$ cat src/rtl/wdog_match.sv
module wdog_match #(
  parameter int W = 8,
  parameter logic [W-1:0] LIMIT_INIT = '1
) (
  input  logic         clk,
  input  logic         rst_n,
  input  logic         ovf_tick,
  input  logic         kick,
  input  logic         bus_we,
  input  logic         bus_sel_wd,
  input  logic [W-1:0] bus_wdata,
  input  logic         mode_we,
  input  logic         mode_reset,
  output logic         wd_irq,
  output logic         wd_rst,
  output logic [W-1:0] wd_limit,
  output logic [W-1:0] wt_reload
);

  logic [W-1:0] cnt;
  logic         rst_mode;
  logic         hit;
  logic         fire;

  assign hit  = ovf_tick && (cnt == wd_limit);
  assign fire = hit && !kick;

  always_ff @(posedge clk or negedge rst_n) begin
    if (!rst_n) begin
      cnt       <= '0;
      wd_limit  <= LIMIT_INIT;
      wt_reload <= '0;
      rst_mode  <= 1'b1;
      wd_irq    <= 1'b0;
      wd_rst    <= 1'b0;
    end else begin
      if (kick || hit)   cnt <= '0;
      else if (ovf_tick) cnt <= cnt + W'(1);
      if (bus_we && bus_sel_wd)  wd_limit  <= bus_wdata;
      if (bus_we && !bus_sel_wd) wt_reload <= bus_wdata;
      if (mode_we) rst_mode <= mode_reset;
      wd_irq <= fire && !rst_mode;
      wd_rst <= fire && rst_mode;
    end
  end

  assert_exclusive_R9: assert property (@(posedge clk) disable iff (!rst_n)
    !(wd_irq && wd_rst));

  assert_kick_wins_R7: assert property (@(posedge clk) disable iff (!rst_n)
    kick |=> (!wd_irq && !wd_rst && cnt == '0));

  assert_idle_hold_R10: assert property (@(posedge clk) disable iff (!rst_n)
    (!ovf_tick && !kick) |=> ($stable(cnt) && !wd_irq && !wd_rst));

  assert_pulse_cause_R3: assert property (@(posedge clk) disable iff (!rst_n)
    $rose(wd_rst) |-> $past(ovf_tick && !kick));

  assert_pulse_cause_R4: assert property (@(posedge clk) disable iff (!rst_n)
    $rose(wd_irq) |-> $past(ovf_tick && !kick));

  assert_route_reload_R8: assert property (@(posedge clk) disable iff (!rst_n)
    (bus_we && !bus_sel_wd) |=> $stable(wd_limit));

  assert_route_limit_R8: assert property (@(posedge clk) disable iff (!rst_n)
    (bus_we && bus_sel_wd) |=> $stable(wt_reload));

endmodule

$ cat config.mk
export PLATFORM = sky130hd
export DESIGN_NAME = wdog_match
export DESIGN_NICKNAME = d
export VERILOG_FILES = /design/src/rtl/wdog_match.sv
export SDC_FILE = /design/constraint.sdc
export NUM_CORES = 1
export LEC_CHECK = 0
export BUFFER_PORTS_ARGS = -buffer_cell sky130_fd_sc_hd__buf_2
export CAP_MARGIN = 20
export CORE_UTILIZATION = 50
export CTS_CLUSTER_SIZE = 28
export DETAILED_ROUTE_END_ITERATION = 7
export PLACE_DENSITY = 0.82
export REMOVE_ABC_BUFFERS = 1
export SYNTH_ARGS = -nofsm -noshare
export SYNTH_HDL_FRONTEND = slang
export SYNTH_SLANG_ARGS = --single-unit
$ cat constraint.sdc
create_clock -name clk -period 1.96 [get_ports clk]
set_input_delay 0.392 -clock clk [delete_from_list [all_inputs] [get_ports clk]]
set_output_delay 0.392 -clock clk [all_outputs]
set_load 0.1 [all_outputs]
**Word-level counts from Yosys, hierarchy flattened**

Cells that the tools add are included.
W data, S select, Z words.

- Reductions and logical operators: 11
- Add/sub/neg operators: 1
- Multiplexer cells: 2
- Equal/unequal tests: 1

Operators with widths:

| kind | number |
|---|---|
| $mux W8 | 2 |
| $add A8 B1 Y8 const B | 1 |
| $eq A8 B8 Y1 | 1 |
| $logic_and A1 B1 Y1 | 6 |
| $logic_not A1 Y1 | 3 |
| $reduce_bool A2 Y1 | 1 |
| $logic_or A1 B1 Y1 | 1 |

- Bits in registers: 27

**Depth between registers and ports, before layout**

Gate-level depths: netlist of the first run.

- Depth after elaboration: 4
- Mapped depth: 5

**Worst setup path before layout of the first run**

Ideal clock, no wire load.

- Kind: flip-flop to flip-flop
- From: register wd_limit[0]
- To: register wd_irq
- Setup slack: 0.231 ns
- Buffers on the path: 0
- Stages on the path, launching flop included: 5
- Arrival time: 1.649 ns
- Cell sequence: dfstp_2 xnor2_1 nand3_1 nor3_4 nor3b_2

- Word-level cells in the longest chain between the ends: 4

Ends and longest elaborated chain:

| what | line | RTL |
|---|---|---|
| from (decl) | 16 | `output logic [W-1:0] wd_limit,` |
| from (signal assigned) | 39 | `if (bus_we && bus_sel_wd) wd_limit <= bus_wdata;` |
| $eq A8 B8 Y1 | 25 | `assign hit = ovf_tick && (cnt == wd_limit);` |
| $logic_and A1 B1 Y1 | 25 |  |
| $logic_and A1 B1 Y1 | 26 | `assign fire = hit && !kick;` |
| $logic_and A1 B1 Y1 | 42 | `wd_irq <= fire && !rst_mode;` |
| to (signal assigned) | 42 |  |
| to (decl) | 14 | `output logic wd_irq,` |

No other way between the ends.
A chain may end at the register's enable or synchronous reset.

**Worst setup path after layout of the first run**

- From: register wd_limit[5]
- To: output port wd_limit[5]

No word-level cell between the ends.

==> results of run 1 <==
==> registers in the layout, indices dropped and copies added (netlist names) <==
| signal | cells |
|---|---|
| cnt | 8 |
| rst_mode | 1 |
| wd_irq | 1 |
| wd_limit | 8 |
| wd_rst | 1 |
| wt_reload | 8 |
==> kinds of logic (layout without fill, tap and decap cells) <==
group	Yosys count	in the layout	share of synthesized area
xor+xnor	15	15	0.109
flops	27	27	0.571
buf+inv	3	37	0.0135
simple gates	25	25	0.129
fa+ha+maj	1	1	0.0104
mux	18	18	0.167
==> cell usage in the layout, fill, tap and decap left out <==
cell type  instances
mux2i_1            1
nand3_1            1
nor3b_2            1
clkbuf_4           3
nor3_1             9
nand4_1            3
xnor2_1           11
ha_1               1
nand2_1            5
nor3_4             1
and3b_2            1
dfstp_2            9
buf_2             33
and3_1             1
nand4_2            1
nor2_1             1
dfrtp_1           18
nand2b_1           1
clkinv_2           1
mux2_2            17
xor2_1             4
==> cell type report <==
type,count,share of cell area
clock buffers,3,0.0159
well taps,28,0.0248
repair buffers,33,0.117
multi-input cells,59,0.354
flip-flops and latches,27,0.485
clock inverters,1,0.00354
==> per-stage QoR <==
stage                     setup slack [ns]  utilization  instances  power (W)
after floorplan                      0.231            -         86    0.00115
after global placement               0.537        0.621        147    0.00124
after detailed placement             0.495        0.621        147    0.00125
after global routing                 0.190        0.634        151    0.00153
final                                0.227        0.634        151    0.00148
after CTS                            0.212        0.634        151    0.00149
==> report_power, final <==
part           internal (W)  total (W)  switching, W  leakage [nW]
sequential         0.000633   0.000675     0.0000421         0.327
clock             0.0000766   0.000239      0.000163        0.0177
combinational      0.000113   0.000562      0.000448         0.301
==> routing by layer <==
metal	routed length, um	part of all wire	track usage	vias up
li1	-	-	-	379
met5	0	0	0	-
met1	891	0.44	0.230	385
met4	65	0.032	0.130	0
met3	108	0.053	0.0357	7
met2	978	0.48	0.311	26
==> worst paths after layout <==
check                      slack [ns]           end  cells after the start
setup / recovery                 0.23   wd_limit[5]                      1
hold / removal                   0.04        cnt[2]                      1
setup reg to reg                 0.48        wd_irq                      4
hold reg to reg                  0.52  wt_reload[7]                      1
max in group asynchronous        1.54   wd_limit[7]                      1
min in group clk                 0.28      rst_mode                      2
==> results by group, run 1 <==
Route
  – Post-DRT Antenna Nets: 0
  – # DRC: 0
  – Vias: between 700 and 800
  – Final WL: between 2000 and 2500 um
  – Drt wl/cell: between 10 and 15 um
  – Vias per inst: about 5.3
  – DRT iter0 DRCs: 8
  – Pre-Repair DR Iteration Count: 4

Global route
  – Vias in the first global route: 795
  – Largest net degree at the start of global routing: 28
  – Initial antenna violation count: 0
  – Grt total ovfl: 0
  – Overall Global Routing Usage: 0.191
  – First-pass GRT wire length: between 3000 and 4000 um

STA
  – Max-slew violations: 0
  – Final setup viols: 0
  – Setup_tns: 0 ns
  – Fmax: 577 MHz
  – Unrepaired setup endpoints after global routing: no
  – Final hold slack: 0.0365 ns
  – Slew Limit Headroom: 0.618
  – Hold Fails Final Rpt: 0
  – Final worst path period share: 0.884
  – Slew @ Worst Pin: approximately 0.57 ns
  – Clock Skews: ~0.0069 ns
  – Tmin final: roughly 1.7 ns

Placed design
  – DPL Wire Length: approximately 1600 um
  – Cell area after placement: roughly 0.0014 mm^2
  – Port Buffers: 33
  – Global placement routability congestion: between 0.7 and 0.8

Layout
  – Fin nets: 141
  – Area Overhead vs Synth: 17.6%
  – Layout filler cell count: around 190
  – Reg area: about 700 um^2
  – Fin area: roughly 0.0014 mm^2
  – Footprint of the multi-input gates: around 500 um^2
  – Fraction of layout cells with a size suffix above 1: 0.545
  – ANT cells: 0

Floorplan
  – Vert. Die Dim: 51.1 um
  – Ports: 34
  – Core box area: about 0.0022 mm^2
  – Initial Utilization: 0.539
  – Die ar.: between 0.002 and 0.003 mm^2
  – DIE WIDTH: between 50 and 60 um
  – Core Rows: 17

CTS
  – Clk slew on worst S/H paths: roughly 0.14 ns
  – # H-tree levels: 1
  – Post CTS Setup Buffer Count: 0
  – Root Driver: clkbuf_4
  – Clk_lat worst skew: between 0.3 and 0.4 ns
  – Cts repair resizes: 0
  – Clk buf depth: 2
  – CTS sink cnt: 27
  – Cts hold-fix bufs: 0
  – TritonCTS clock tree: yes
  – Cts bufs inserted: 3

Synth
  – Sequential fraction of the synthesis area: 0.571
  – Top_reg_cell synth: dfrtp_1
  – Largest cells by area after synthesis: dfrtp_1 (37%), dfstp_2 (20%), mux2_2 (16%)
  – Yosys reg bits: 27
  – Yosys top cell area share: 0.374
  – YS warnings: 0
  – Top cells by count, synth: dfrtp_1 (18), mux2_2 (17), xnor2_1 (11)
  – Syn avg cell area: 13.5 um^2
  – Area leader, netlist: dfrtp_1
  – Syn Inst Count: 89
  – Post-Syn Area: 0.00120 mm^2
  – Synth cell types: 21
  – Post-synth ARST share: 1.00
  – Most frequent cell after synthesis: dfrtp_1
  – EDFF count, synth: 0

Hold path
  – Worst Hold Class: in2async

Critical path
  – CP Capture Type: primary output
  – CP Data Arrival Time: 1.34 ns
  – CP max stage delay: around 0.58 ns
  – Crit path max-delay family: flip-flops
  – Worst flop-to-flop path startpoint: wd_limit[5]
  – Critical Path Start Type: flop
  – Crit-path cells: buf_2
  – Slowest CP cell: dfstp_2
  – Critical path class: reg2out
  – Worst EP required: around 1.6 ns
  – Worst Setup SP: wd_limit[5]
  – Crit-path max FO: 3
  – Critical path buffer and inverter count: 1

Power
  – PD cells: about 1000 mW/mm^2
  – Static leakage: between 0.6 and 0.7 nW
  – Worst IR Drop VDD: between 0.7 and 0.8 mV

Run status
  – Status: completed

Flow run
  – Maximum Capacitance Violations: 0
Power figures use the tool's default switching activity.
==> run 2, diff against run 1 <==
--- a/config.mk
+++ b/config.mk
@@ -7,10 +7,12 @@
 export LEC_CHECK = 0
 export BUFFER_PORTS_ARGS = -buffer_cell sky130_fd_sc_hd__buf_2
 export CAP_MARGIN = 20
-export CORE_UTILIZATION = 50
+export CORE_UTILIZATION = 48
+export CTS_BUF_LIST = sky130_fd_sc_hd__clkbuf_4
 export CTS_CLUSTER_SIZE = 28
 export DETAILED_ROUTE_END_ITERATION = 7
 export PLACE_DENSITY = 0.82
+export RECOVER_POWER = 100
 export REMOVE_ABC_BUFFERS = 1
 export SYNTH_ARGS = -nofsm -noshare
 export SYNTH_HDL_FRONTEND = slang
==> constraint.sdc (replaced) <==
create_clock -name clk -period 1.58 [get_ports clk]
set_input_delay 0.316 -clock clk [delete_from_list [all_inputs] [get_ports clk]]
set_output_delay 0.316 -clock clk [all_outputs]
set_load 0.1 [all_outputs]
==> run 2 against run 1 <==
Net effect: sequential share of layout area fell by 4.6 points; power grew 33%; die area rose by 4.0%; critical path type is now reg2reg; critical endpoint is now cnt[2]; largest cell class unchanged; largest power group unchanged.
==> results by group, run 2 (synthesis gave the netlist of run 1 again) <==
Route
  – Vias per inst: 5.24 (-0.72%)
  – Post-DRT Antenna Nets: 0 (unchanged)
  – Drt wl/cell: 14.5 um (+7.0%)
  – Final WL: 2230 um (+9.1%)
  – DRT iter0 DRCs: 13 (+5)
  – Pre-Repair DR Iteration Count: 4 (unchanged)
  – Vias: 807 (+1.3%)
  – # DRC: 0 (unchanged)

Layout
  – Fraction of layout cells with a size suffix above 1: 0.500 (-0.0447)
  – Area Overhead vs Synth: 29.8%
  – Layout filler cell count: 164 (-12%)
  – Fin nets: 144 (+2.1%)
  – Most frequent cells in the layout: buf_2 (24), dfrtp_1 (18), mux2_2 (17)
  – Reg area: 687 um^2 (unchanged)
  – ANT cells: 0 (unchanged)
  – Top flop regs: cnt x8, wd_limit x8, wt_reload x8
  – Footprint of the multi-input gates: 500 um^2 (unchanged)
  – Commonest non-fill, non-tap cell in the layout: buf_2

Global route
  – Initial antenna violation count: 0 (unchanged)
  – Vias in the first global route: 835 (+5.0%)
  – Overall Global Routing Usage: 0.191 (-0.000864)
  – Largest net degree at the start of global routing: 28 (unchanged)
  – First-pass GRT wire length: 3770 um (+6.0%)
  – Grt total ovfl: 0 (unchanged)

Placed design
  – Global placement routability congestion: 0.843 (+12%)
  – Post-Place Setup Slack: 0.0445 ns (-0.450 ns)
  – DPL Wire Length: 1650 um (+5.9%)
  – Port Buffers: 33 (unchanged)

Flow run
  – Maximum Capacitance Violations: 0 (unchanged)

STA
  – Max-slew violations: 0 (unchanged)
  – Final setup viols: 0 (unchanged)
  – Final worst path period share: 0.970
  – Slew @ Worst Pin: 0.655 ns (+0.0816 ns)
  – Clock Skews: 0.00109 ns (-0.00585 ns)
  – Setup_tns: 0 ns (unchanged)
  – Final hold slack: 0.235 ns (+0.199 ns)
  – Worst setup margin: 0.0477 ns (-0.179 ns)
  – Tmin final: around 1.5 ns
  – Slew Limit Headroom: 0.564 (-0.0544)
  – Hold Fails Final Rpt: 0 (unchanged)
  – Fmax: about 650 MHz

Floorplan
  – DIE WIDTH: 52.1 um (+2.0%)
  – Die ar.: 0.00271 mm^2 (+4.0%)
  – Core box area: 0.00230 mm^2 (+2.9%)
  – Core Rows: 17 (unchanged)
  – Vert. Die Dim: 52.1 um (+2.0%)
  – Ports: 34 (unchanged)
  – Initial Utilization: 0.524 (-0.0150)

CTS
  – CTS sink cnt: 27 (unchanged)
  – Clk slew on worst S/H paths: 0.14 ns (about the same)
  – TritonCTS clock tree: yes
  – Cts repair resizes: 0 (unchanged)
  – # H-tree levels: 1 (unchanged)
  – Clk_lat worst skew: 0.31 ns (-0.02 ns)
  – Root Driver: clkbuf_4
  – Cts bufs inserted: 3 (unchanged)
  – Clk buf depth: 2 (unchanged)

Critical path
  – Critical path buffer and inverter count: 1 (unchanged)
  – Critical Path Start Type: flop
  – CP Capture Type: flop
  – Crit path max-delay family: flip-flops
  – CP Data Arrival Time: 1.74 ns (+0.40 ns)
  – Crit-path max FO: 5 (+2)
  – Critical path class: reg2reg
  – Worst EP required: 1.79 ns (+0.22 ns)
  – CP max stage delay: 0.61 ns (+0.03 ns)
  – Crit-path cells: xnor2_1 -> nand3_1 -> nor3_4 -> buf_4 -> nor3_1
  – Slowest CP cell: dfstp_2

Power
  – Static leakage: 0.702 nW (+8.6%)
  – Worst IR Drop VDD: 0.923 mV (+25%)
  – PD cells: 1250 mW/mm^2 (+20%)

Hold path
  – Worst Hold Class: in2reg

Run status
  – Status: completed
[run 2: changes by cell type in the layout (fill, tap and decap cells not counted)]
cell,previous run,this run
buf_2,33,24
buf_12,0,8
dfstp_1,0,6
dfstp_2,9,3
buf_4,0,2
clkbuf_2,0,1
clkbuf_4,3,4
clkinv_2,1,0
dlygate4sd3_1,0,1
[run 2: repair_timing]
action | in CTS | in global routing
endpoints found under the setup margin | 0 | 8
hold buffers | 1 | 0
endpoints found under the hold margin | 18 | 0
buffers inserted | 0 | 2
[run 2: power by group]
group | internal [W] | switching, W | leakage (nW) | total (W)
sequential | 0.000778 | 0.0000741 | 0.324 | 0.000853
clock | 0.000116 | 0.000192 | 0.0184 | 0.000307
combinational | 0.000238 | 0.000560 | 0.360 | 0.000798
[run 2: area by class of cell]
class	count	area share
flip-flops and latches	27	0.440
multi-input cells	59	0.320
repair buffers	36	0.199
well taps	28	0.0224
clock buffers	4	0.0192
[run 2: worst reg2reg max path, stage by stage, from the launching register on]
cell and delay, ns:
dfstp_2 0.61, xnor2_1 0.13, nand3_1 0.16, nor3_4 0.29, buf_4 0.18, nor3_1 0.05
[run 2: per-stage QoR]
stage	utilization	power, W	std cells	area (um^2)
floorplan	-	0.00143	86	1190
global placement	0.656	0.00166	147	1510
detailed placement	0.656	0.00167	147	1510
CTS	0.674	0.00199	152	1550
global route	0.680	0.00203	154	1560
finish	0.680	0.00196	154	1560
[run 2: layer usage]
metal | wire, um | track usage
met2 | 1090 | 0.306
met1 | 1030 | 0.259
met4 | 0 | 0.0541
met5 | 0 | 0
met3 | 112 | 0.0409
[run 2: worst paths after layout]
check                              from            to  slack, ns  depth (start not counted)
setup / recovery            wd_limit[2]        cnt[2]       0.05                          5
hold / removal               mode_reset      rst_mode       0.24                          2
setup reg to reg            wd_limit[2]        cnt[2]       0.05                          5
hold reg to reg            wt_reload[5]  wt_reload[5]       0.52                          1
max in group asynchronous         rst_n  wt_reload[5]       0.63                          2
min in group asynchronous         rst_n        cnt[2]       0.54                          2
